File: config.mk
export PLATFORM = sky130hd
export DESIGN_NAME = sar_seq_core
export DESIGN_NICKNAME = d
export VERILOG_FILES = /design/src/rtl/sar_seq_pkg.sv /design/src/rtl/sar_strobe_dec.sv /design/src/rtl/sar_step_engine.sv /design/src/rtl/sar_out_port.sv /design/src/rtl/sar_seq_core.sv
export SDC_FILE = /design/constraint.sdc
export NUM_CORES = 1
export LEC_CHECK = 0
export BUFFER_PORTS_ARGS = -buffer_cell sky130_fd_sc_hd__buf_2
export CAP_MARGIN = 25
export CELL_PAD_IN_SITES_DETAIL_PLACEMENT = 1
export CELL_PAD_IN_SITES_GLOBAL_PLACEMENT = 1
export CORE_UTILIZATION = 33
export DETAILED_ROUTE_END_ITERATION = 6
export PLACE_DENSITY_LB_ADDON = 0.2
export SLEW_MARGIN = 40
export SYNTH_ARGS = -nofsm -noshare
export SYNTH_HDL_FRONTEND = slang
export SYNTH_HIERARCHICAL = 1
export SYNTH_SLANG_ARGS = --single-unit
File: constraint.sdc
create_clock -name clk -period 5.45 [get_ports clk]
set_input_delay 1.09 -clock clk [delete_from_list [all_inputs] [get_ports clk]]
set_output_delay 1.09 -clock clk [all_outputs]
set_load 0.005 [all_outputs]
File: src/rtl/sar_seq_pkg.sv
package sar_seq_pkg;

    typedef enum logic [2:0] {
        ST_IDLE   = 3'd0,
        ST_SET    = 3'd1,
        ST_WAIT   = 3'd2,
        ST_DECIDE = 3'd3,
        ST_LOAD   = 3'd4
    } step_state_t;

endpackage

File: src/rtl/sar_strobe_dec.sv
// Merges the two active-low strobes and flags the high-to-low transition.
module sar_strobe_dec (
    input  logic clk,
    input  logic rst_n,
    input  logic sel_n,
    input  logic rd_cnv,
    output logic strobe_low,
    output logic strobe_fall
);
    logic merged;
    logic merged_q;

    assign merged      = sel_n | rd_cnv;
    assign strobe_low  = ~merged;
    assign strobe_fall = merged_q & ~merged;

    always_ff @(posedge clk or negedge rst_n) begin
        if (!rst_n) begin
            merged_q <= 1'b1;
        end else begin
            merged_q <= merged;
        end
    end
endmodule

File: src/rtl/sar_step_engine.sv
// Five-state bit-decision controller for the approximation register.
module sar_step_engine
    import sar_seq_pkg::*;
#(
    parameter int W      = 16,
    parameter int SETTLE = 3
) (
    input  logic         clk,
    input  logic         rst_n,
    input  logic         strobe_fall,
    input  logic         strobe_low,
    input  logic         cmp_hi,
    output logic [W-1:0] dac_word,
    output logic         busy_n,
    output logic         load_en,
    output logic [W-1:0] load_word
);
    localparam int IW = (W > 1) ? $clog2(W) : 1;
    localparam int CW = $clog2(SETTLE + 1) + 1;
    localparam logic [IW-1:0] TOP_IDX   = IW'(W - 1);
    localparam logic [CW-1:0] WAIT_LAST = CW'(SETTLE - 1);

    step_state_t   state_q, state_d;
    logic [W-1:0]  sar_q;
    logic [IW-1:0] idx_q;
    logic [CW-1:0] cnt_q;
    logic          busy_q;
    logic          done_q;

    // state register
    always_ff @(posedge clk or negedge rst_n) begin
        if (!rst_n) begin
            state_q <= ST_IDLE;
        end else begin
            state_q <= state_d;
        end
    end

    // transitions
    always_comb begin
        state_d = state_q;
        unique case (state_q)
            ST_IDLE:   if (strobe_fall || (done_q && strobe_low)) state_d = ST_SET;
            ST_SET:    state_d = ST_WAIT;
            ST_WAIT:   if (cnt_q == WAIT_LAST) state_d = ST_DECIDE;
            ST_DECIDE: state_d = (idx_q == '0) ? ST_LOAD : ST_SET;
            ST_LOAD:   state_d = ST_IDLE;
            default:   state_d = ST_IDLE;
        endcase
    end

    // register and flag updates per state
    always_ff @(posedge clk or negedge rst_n) begin
        if (!rst_n) begin
            sar_q  <= '0;
            idx_q  <= TOP_IDX;
            cnt_q  <= '0;
            busy_q <= 1'b1;
            done_q <= 1'b0;
        end else begin
            done_q <= 1'b0;
            case (state_q)
                ST_IDLE: begin
                    if (state_d == ST_SET) begin
                        sar_q  <= '0;
                        idx_q  <= TOP_IDX;
                        busy_q <= 1'b0;
                    end
                end
                ST_SET: begin
                    sar_q[idx_q] <= 1'b1;
                    cnt_q        <= '0;
                end
                ST_WAIT: begin
                    cnt_q <= cnt_q + 1'b1;
                end
                ST_DECIDE: begin
                    if (!cmp_hi) sar_q[idx_q] <= 1'b0;
                    if (idx_q != '0) idx_q <= idx_q - 1'b1;
                end
                ST_LOAD: begin
                    busy_q <= 1'b1;
                    done_q <= 1'b1;
                end
                default: ;
            endcase
        end
    end

    assign dac_word  = sar_q;
    assign busy_n    = busy_q;
    assign load_en   = (state_q == ST_LOAD);
    assign load_word = {~sar_q[W-1], sar_q[W-2:0]};
endmodule

File: src/rtl/sar_out_port.sv
// Result latch and output bus with enable and byte exchange.
module sar_out_port #(
    parameter int W = 16
) (
    input  logic         clk,
    input  logic         rst_n,
    input  logic         load_en,
    input  logic [W-1:0] load_word,
    input  logic         sel_n,
    input  logic         rd_cnv,
    input  logic         lane_swap,
    output logic [W-1:0] latch_q,
    output logic [W-1:0] bus_q,
    output logic         bus_oe
);
    localparam int H = W / 2;

    logic [W-1:0] swapped;

    always_ff @(posedge clk or negedge rst_n) begin
        if (!rst_n) begin
            latch_q <= '0;
        end else if (load_en) begin
            latch_q <= load_word;
        end
    end

    assign swapped = {latch_q[H-1:0], latch_q[W-1:H]};
    assign bus_oe  = ~sel_n & rd_cnv;

    always_comb begin
        if (!bus_oe) begin
            bus_q = '0;
        end else if (lane_swap) begin
            bus_q = swapped;
        end else begin
            bus_q = latch_q;
        end
    end
endmodule

File: src/rtl/sar_seq_core.sv
module sar_seq_core #(
    parameter int W      = 16,
    parameter int SETTLE = 3
) (
    input  logic         clk,
    input  logic         rst_n,
    input  logic         sel_n,
    input  logic         rd_cnv,
    input  logic         lane_swap,
    input  logic         cmp_hi,
    output logic [W-1:0] dac_word,
    output logic         busy_n,
    output logic [W-1:0] bus_q,
    output logic         bus_oe
);
    logic         strobe_low;
    logic         strobe_fall;
    logic         load_en;
    logic [W-1:0] load_word;
    logic [W-1:0] res_q;

    sar_strobe_dec dec_i (
        .clk         (clk),
        .rst_n       (rst_n),
        .sel_n       (sel_n),
        .rd_cnv      (rd_cnv),
        .strobe_low  (strobe_low),
        .strobe_fall (strobe_fall)
    );

    sar_step_engine #(.W(W), .SETTLE(SETTLE)) eng_i (
        .clk         (clk),
        .rst_n       (rst_n),
        .strobe_fall (strobe_fall),
        .strobe_low  (strobe_low),
        .cmp_hi      (cmp_hi),
        .dac_word    (dac_word),
        .busy_n      (busy_n),
        .load_en     (load_en),
        .load_word   (load_word)
    );

    sar_out_port #(.W(W)) port_i (
        .clk       (clk),
        .rst_n     (rst_n),
        .load_en   (load_en),
        .load_word (load_word),
        .sel_n     (sel_n),
        .rd_cnv    (rd_cnv),
        .lane_swap (lane_swap),
        .latch_q   (res_q),
        .bus_q     (bus_q),
        .bus_oe    (bus_oe)
    );
endmodule

# == After elaboration in Yosys (flattened, before gate mapping) ==
# Cells that the tools add are included.
# word_totals
ff_bits,45
input_bits,6
out_inout_bits,34
# classes
n_addsub,2
n_lt_le_gt_ge,2
n_eq_ne,9
n_mux,18
n_bitwise,9
n_reduce_logical,13
# op_table
op,count
16-bit 2-to-1 mux,4
16-bit case mux with 3 select lines,1
16-bit bitwise AND,1
16-bit inverter,1
16-bit OR,1
3-bit case mux with 4 select lines,1
3-bit by 2-bit equality test with 1-bit output (second input constant),3
3-bit 2-to-1 mux,3
4-bit 2-to-1 mux,2
4-bit case mux with 2 select lines,1
3-bit by 1-bit equality test with 1-bit output (second input constant),2
3-bit case mux with 2 select lines,1
3-bit AND reduction,2
2-bit nonzero test,3
4-bit by 5-bit less-than comparator with 1-bit output (second input constant),1
1-bit demux with 4-bit select,1
4-bit by 1-bit >= comparator with 1-bit output (second input constant),1
4-bit logical NOT,1
2-bit by 1-bit inequality test with 1-bit output (second input constant),2
4-bit nonzero test,1
4-bit by 1-bit subtractor with 4-bit output (second input constant),1
3-bit by 1-bit adder with 3-bit output (second input constant),1
3-bit equality test (second input constant),1
3-bit logical NOT,1
10 further kinds,16

# == Longest topological paths before layout ==
# depth
word_depth,9
mapped_depth,7
depth_no_buf,6

# == By module ==
# Netlist, hierarchy kept.
# by_module_without_submodules
module,n_inst,cells_per_inst,area_per_inst_um2,seq_area_each_um2
sar_step_engine,1,165,1599.0,706.9
sar_out_port,1,72,915.9,400.4
sar_strobe_dec,1,4,43.8,26.3

# == Worst setup path before layout ==
# Ideal clock, no wire load.
# synth_path
path_type,input -> output
startpoint,in sel_n
endpoint,out bus_q[10]
arrival_ps,1639
required_time_ps,4360
slack_ps,2721
path_stages,4
path_buffers,2
cell_sequence,nand2b_1 buf_2 buf_2 nor2_1
# synth_between
elab_chain_cells,3
# synth_lines
item,line_no,source
start: declaration,sar_seq_core.sv:7,"input logic sel_n,"
1-bit inverter,sar_out_port.sv:29,assign bus_oe = ~sel_n & rd_cnv;
1-bit bitwise AND,sar_out_port.sv:29,
16-bit 2-to-1 mux,sar_out_port.sv:32,if (!bus_oe) begin
end: declaration,sar_seq_core.sv:13,"output logic [W-1:0] bus_q,"
# Every way passes these cells.

# == Final worst setup path ==
# layout_path
startpoint,in sel_n
endpoint,out bus_q[6]
# The elaborated chain is that of the path after synthesis.

==> flow_summary.json <==
{
  "synth_fp_nets": 253,
  "holdPathStages": 1,
  "yosysSeqAreaShare_pct": 44.30,
  "ys_top_cells_by_count": "dfrtp_1 (39), mux2i_1 (27), nand2_1 (20), nor2_1 (20), inv_1 (18)",
  "cts_buffers": 5,
  "cts-root-buf": "clkbuf_8",
  "dp_hpwl_um": 3849,
  "rows": 31,
  "yosys.area.top_type_share_pct": 38.14,
  "antennaDiodeCount": 0,
  "initial_core_util_pct": 34.72,
  "min-delay-start": "eng_i/busy_n$_DFFE_PN1P_",
  "avgRoutedWirePerCell_um": 14.94,
  "synth.top_cells.by_area": "dfrtp_1 (38%), mux2i_1 (11%), dfstp_2 (6.2%)",
  "crit_required_ns": 4.36,
  "path_clk_slew_ns": 0.09,
  "finalNonFillerCells": 359,
  "crit_path_end_kind": "output port",
  "power_leakage_nw": 1.440,
  "p_per_area_nw_per_um2": 462.2,
  "synth.area.mux_share_pct": 19.07,
  "fp.dieW_um": 90.06,
  "setup_tns_ns": 0,
  "crit_type": "in2out",
  "areaGrowthSynthToFinish_pct": 9.927,
  "worstPathMaxFanout": 17,
  "ys_ff_latch": 45,
  "cp_data_arrival_time_ns": 1.98,
  "max_freq_mhz": 326.0,
  "core_area_um2": 7370,
  "met3_usage_pct": 2.453,
  "rr_worst_depth": 3,
  "ys.flop_type": "dfrtp_1",
  "postCtsHoldBufs": 0,
  "holdWs_ns": 0.5151,
  "h-tree-depth": 2,
  "synth_top_family_by_area": "multiplexers",
  "start_kind": "input pin",
  "ys_warn_count": 6,
  "clockBufferDepth": 2,
  "cts_tree": "yes",
  "worstMarginPinSlew_ns": 0.7558,
  "r2r-end": "eng_i/dac_word[4]$_DFFE_PN0P_",
  "grt_remaining_overflow": 0,
  "hold_viol": 0,
  "reg2reg_slack_ns": 3.42,
  "cts_setup_buffers": 0,
  "totalWireLength_um": 5362,
  "status": "completed",
  "grt_usage_pct": 14.23,
  "synth_edf_count": 0,
  "met1_usage_pct": 18.75,
  "synth_fa_ha_area_share_pct": 2.934,
  "final.min_clock_period_ns": 3.068,
  "synth-compound-area-share_pct": 10.46,
  "placed_area_um2": 2675,
  "skew_ns": 0.004128,
  "busiest_layer": "met2",
  "clk_latency_ns": 0.30,
  "setup_viol": 0,
  "route.detailed.drc": 0,
  "relSlewSlack_pct": 49.51,
  "synthXorXnorAreaFrac_pct": 0.6846,
  "use_met2_pct": 23.35,
  "dp.cells": 351,
  "ir_drop_uv": 176.4,
  "yosys.area.top_type": "dfrtp_1",
  "yosysMostFrequentCell": "dfrtp_1",
  "io_pins": 40,
  "grt_pass1_vias": 1761,
  "fin_area_um2": 2813,
  "drive_gt1_share_pct": 28.46,
  "portBuffers": 39,
  "hold_class": "reg2reg",
  "synth_simple_gate_area_share_pct": 11.10,
  "finalNetCount": 271,
  "vias_per_cell": 4.850,
  "antenna_found_initial": 0,
  "drtPass1Iterations": 4,
  "slew_viol_final": 0,
  "grt_max_degree": 46,
  "place.gp.congestion": 0.6792,
  "max_cap_viol_count": 0,
  "rsz0062_at_grt": "false",
  "netlist_area_um2": 2559,
  "reg2reg_from": "eng_i/state_q[1]$_DFF_PN0_",
  "fin_crit_sh_pct": 56.29,
  "cts_resized": 0,
  "dr_total_vias": 1741,
  "grt_pass1_wl_um": 9232,
  "ant_nets": 0,
  "syn_inst": 241,
  "synthArstFlopShare_pct": 100.0,
  "cts_sinks": 45,
  "synth.distinct_cells": 39,
  "hold_path_end": "eng_i/busy_n$_DFFE_PN1P_",
  "die_y_um": 90.06,
  "initialDrtViolationCount": 42,
  "syn_avg_cell_area_um2": 10.62,
  "die_area_um2": 8110
}
worst max-delay path by stage:
stage / cells past startpoint / slack [ns] / startpoint / endpoint
5_1_grt: 4 / 2.24 / sel_n / bus_q[14]
2_1_floorplan: 4 / 2.72 / sel_n / bus_q[10]
6_report: 4 / 2.38 / sel_n / bus_q[6]
3_5_place_dp: 4 / 2.36 / sel_n / bus_q[6]
3_3_place_gp: 4 / 2.41 / sel_n / bus_q[6]
4_1_cts: 4 / 2.36 / sel_n / bus_q[6]
layout by cell type, fill, tap and decap left out, types with 2 or more instances in the layout:
cell / instances
nand2_1: 20
mux2_4: 10
mux2_2: 6
mux2i_1: 27
nor2_1: 20
nand3_1: 5
a31oi_1: 3
nor2b_1: 3
a22o_1: 16
nand2b_1: 3
buf_4: 3
ha_1: 6
a211oi_1: 2
clkbuf_8: 5
buf_2: 38
bufinv_16: 2
inv_1: 18
dfrtp_1: 39
o21ai_0: 10
dfstp_2: 6
metrics by stage:
stage	power [mW]	setup WS (ns)	utilization (%)
2_1_floorplan	0.9082	2.721	-
3_3_place_gp	0.9937	2.412	36.26
3_5_place_dp	1.010	2.363	36.30
4_1_cts	1.328	2.358	38.17
5_1_grt	1.406	2.244	38.17
6_report	1.300	2.382	38.17
report_power, final:
part | internal (mW) | total (mW) | switching [mW]
combinational | 0.205 | 0.418 | 0.213
clock | 0.185 | 0.309 | 0.125
sequential | 0.436 | 0.572 | 0.136
total | 0.826 | 1.30 | 0.474
cell type report:
cell class | instances | area [µm²]
clock buffer | 5 | 68.82
clock inverter | 3 | 68.82
fill | 854 | 4557
inverter | 18 | 67.56
multi-input combinational | 148 | 1137
sequential | 45 | 1134
tap | 99 | 123.9
timing repair buffer | 41 | 212.7
critical path, cell delays in order:
cell	delay (ns)
buf_2	0.12
nand2b_1	0.40
nor2_1	0.22
buf_2	0.14
per-layer routing:
layer,up-vias,routed length (µm)
met4,0,74
met3,5,151
met2,27,2599
li1,847,-
met1,862,2535
met5,-,0
state kept, by name, indices dropped and copies added (netlist names):
| register | cells |
|---|---|
| eng_i/done_q | 1 |
| dec_i/merged_q | 1 |
| eng_i/dac_word | 16 |
| eng_i/cnt_q | 3 |
| eng_i/state_q | 3 |
| eng_i/busy_n | 1 |
| port_i/latch_q | 16 |
| eng_i/idx_q | 4 |
kinds of logic after synthesis:
family,after synthesis
fa+ha+maj,6
flops,45
compound gates,36
simple gates,61
mux,43
buf+inv,48
xor+xnor,2
No activity file was read; power rests on OpenSTA's default activity.
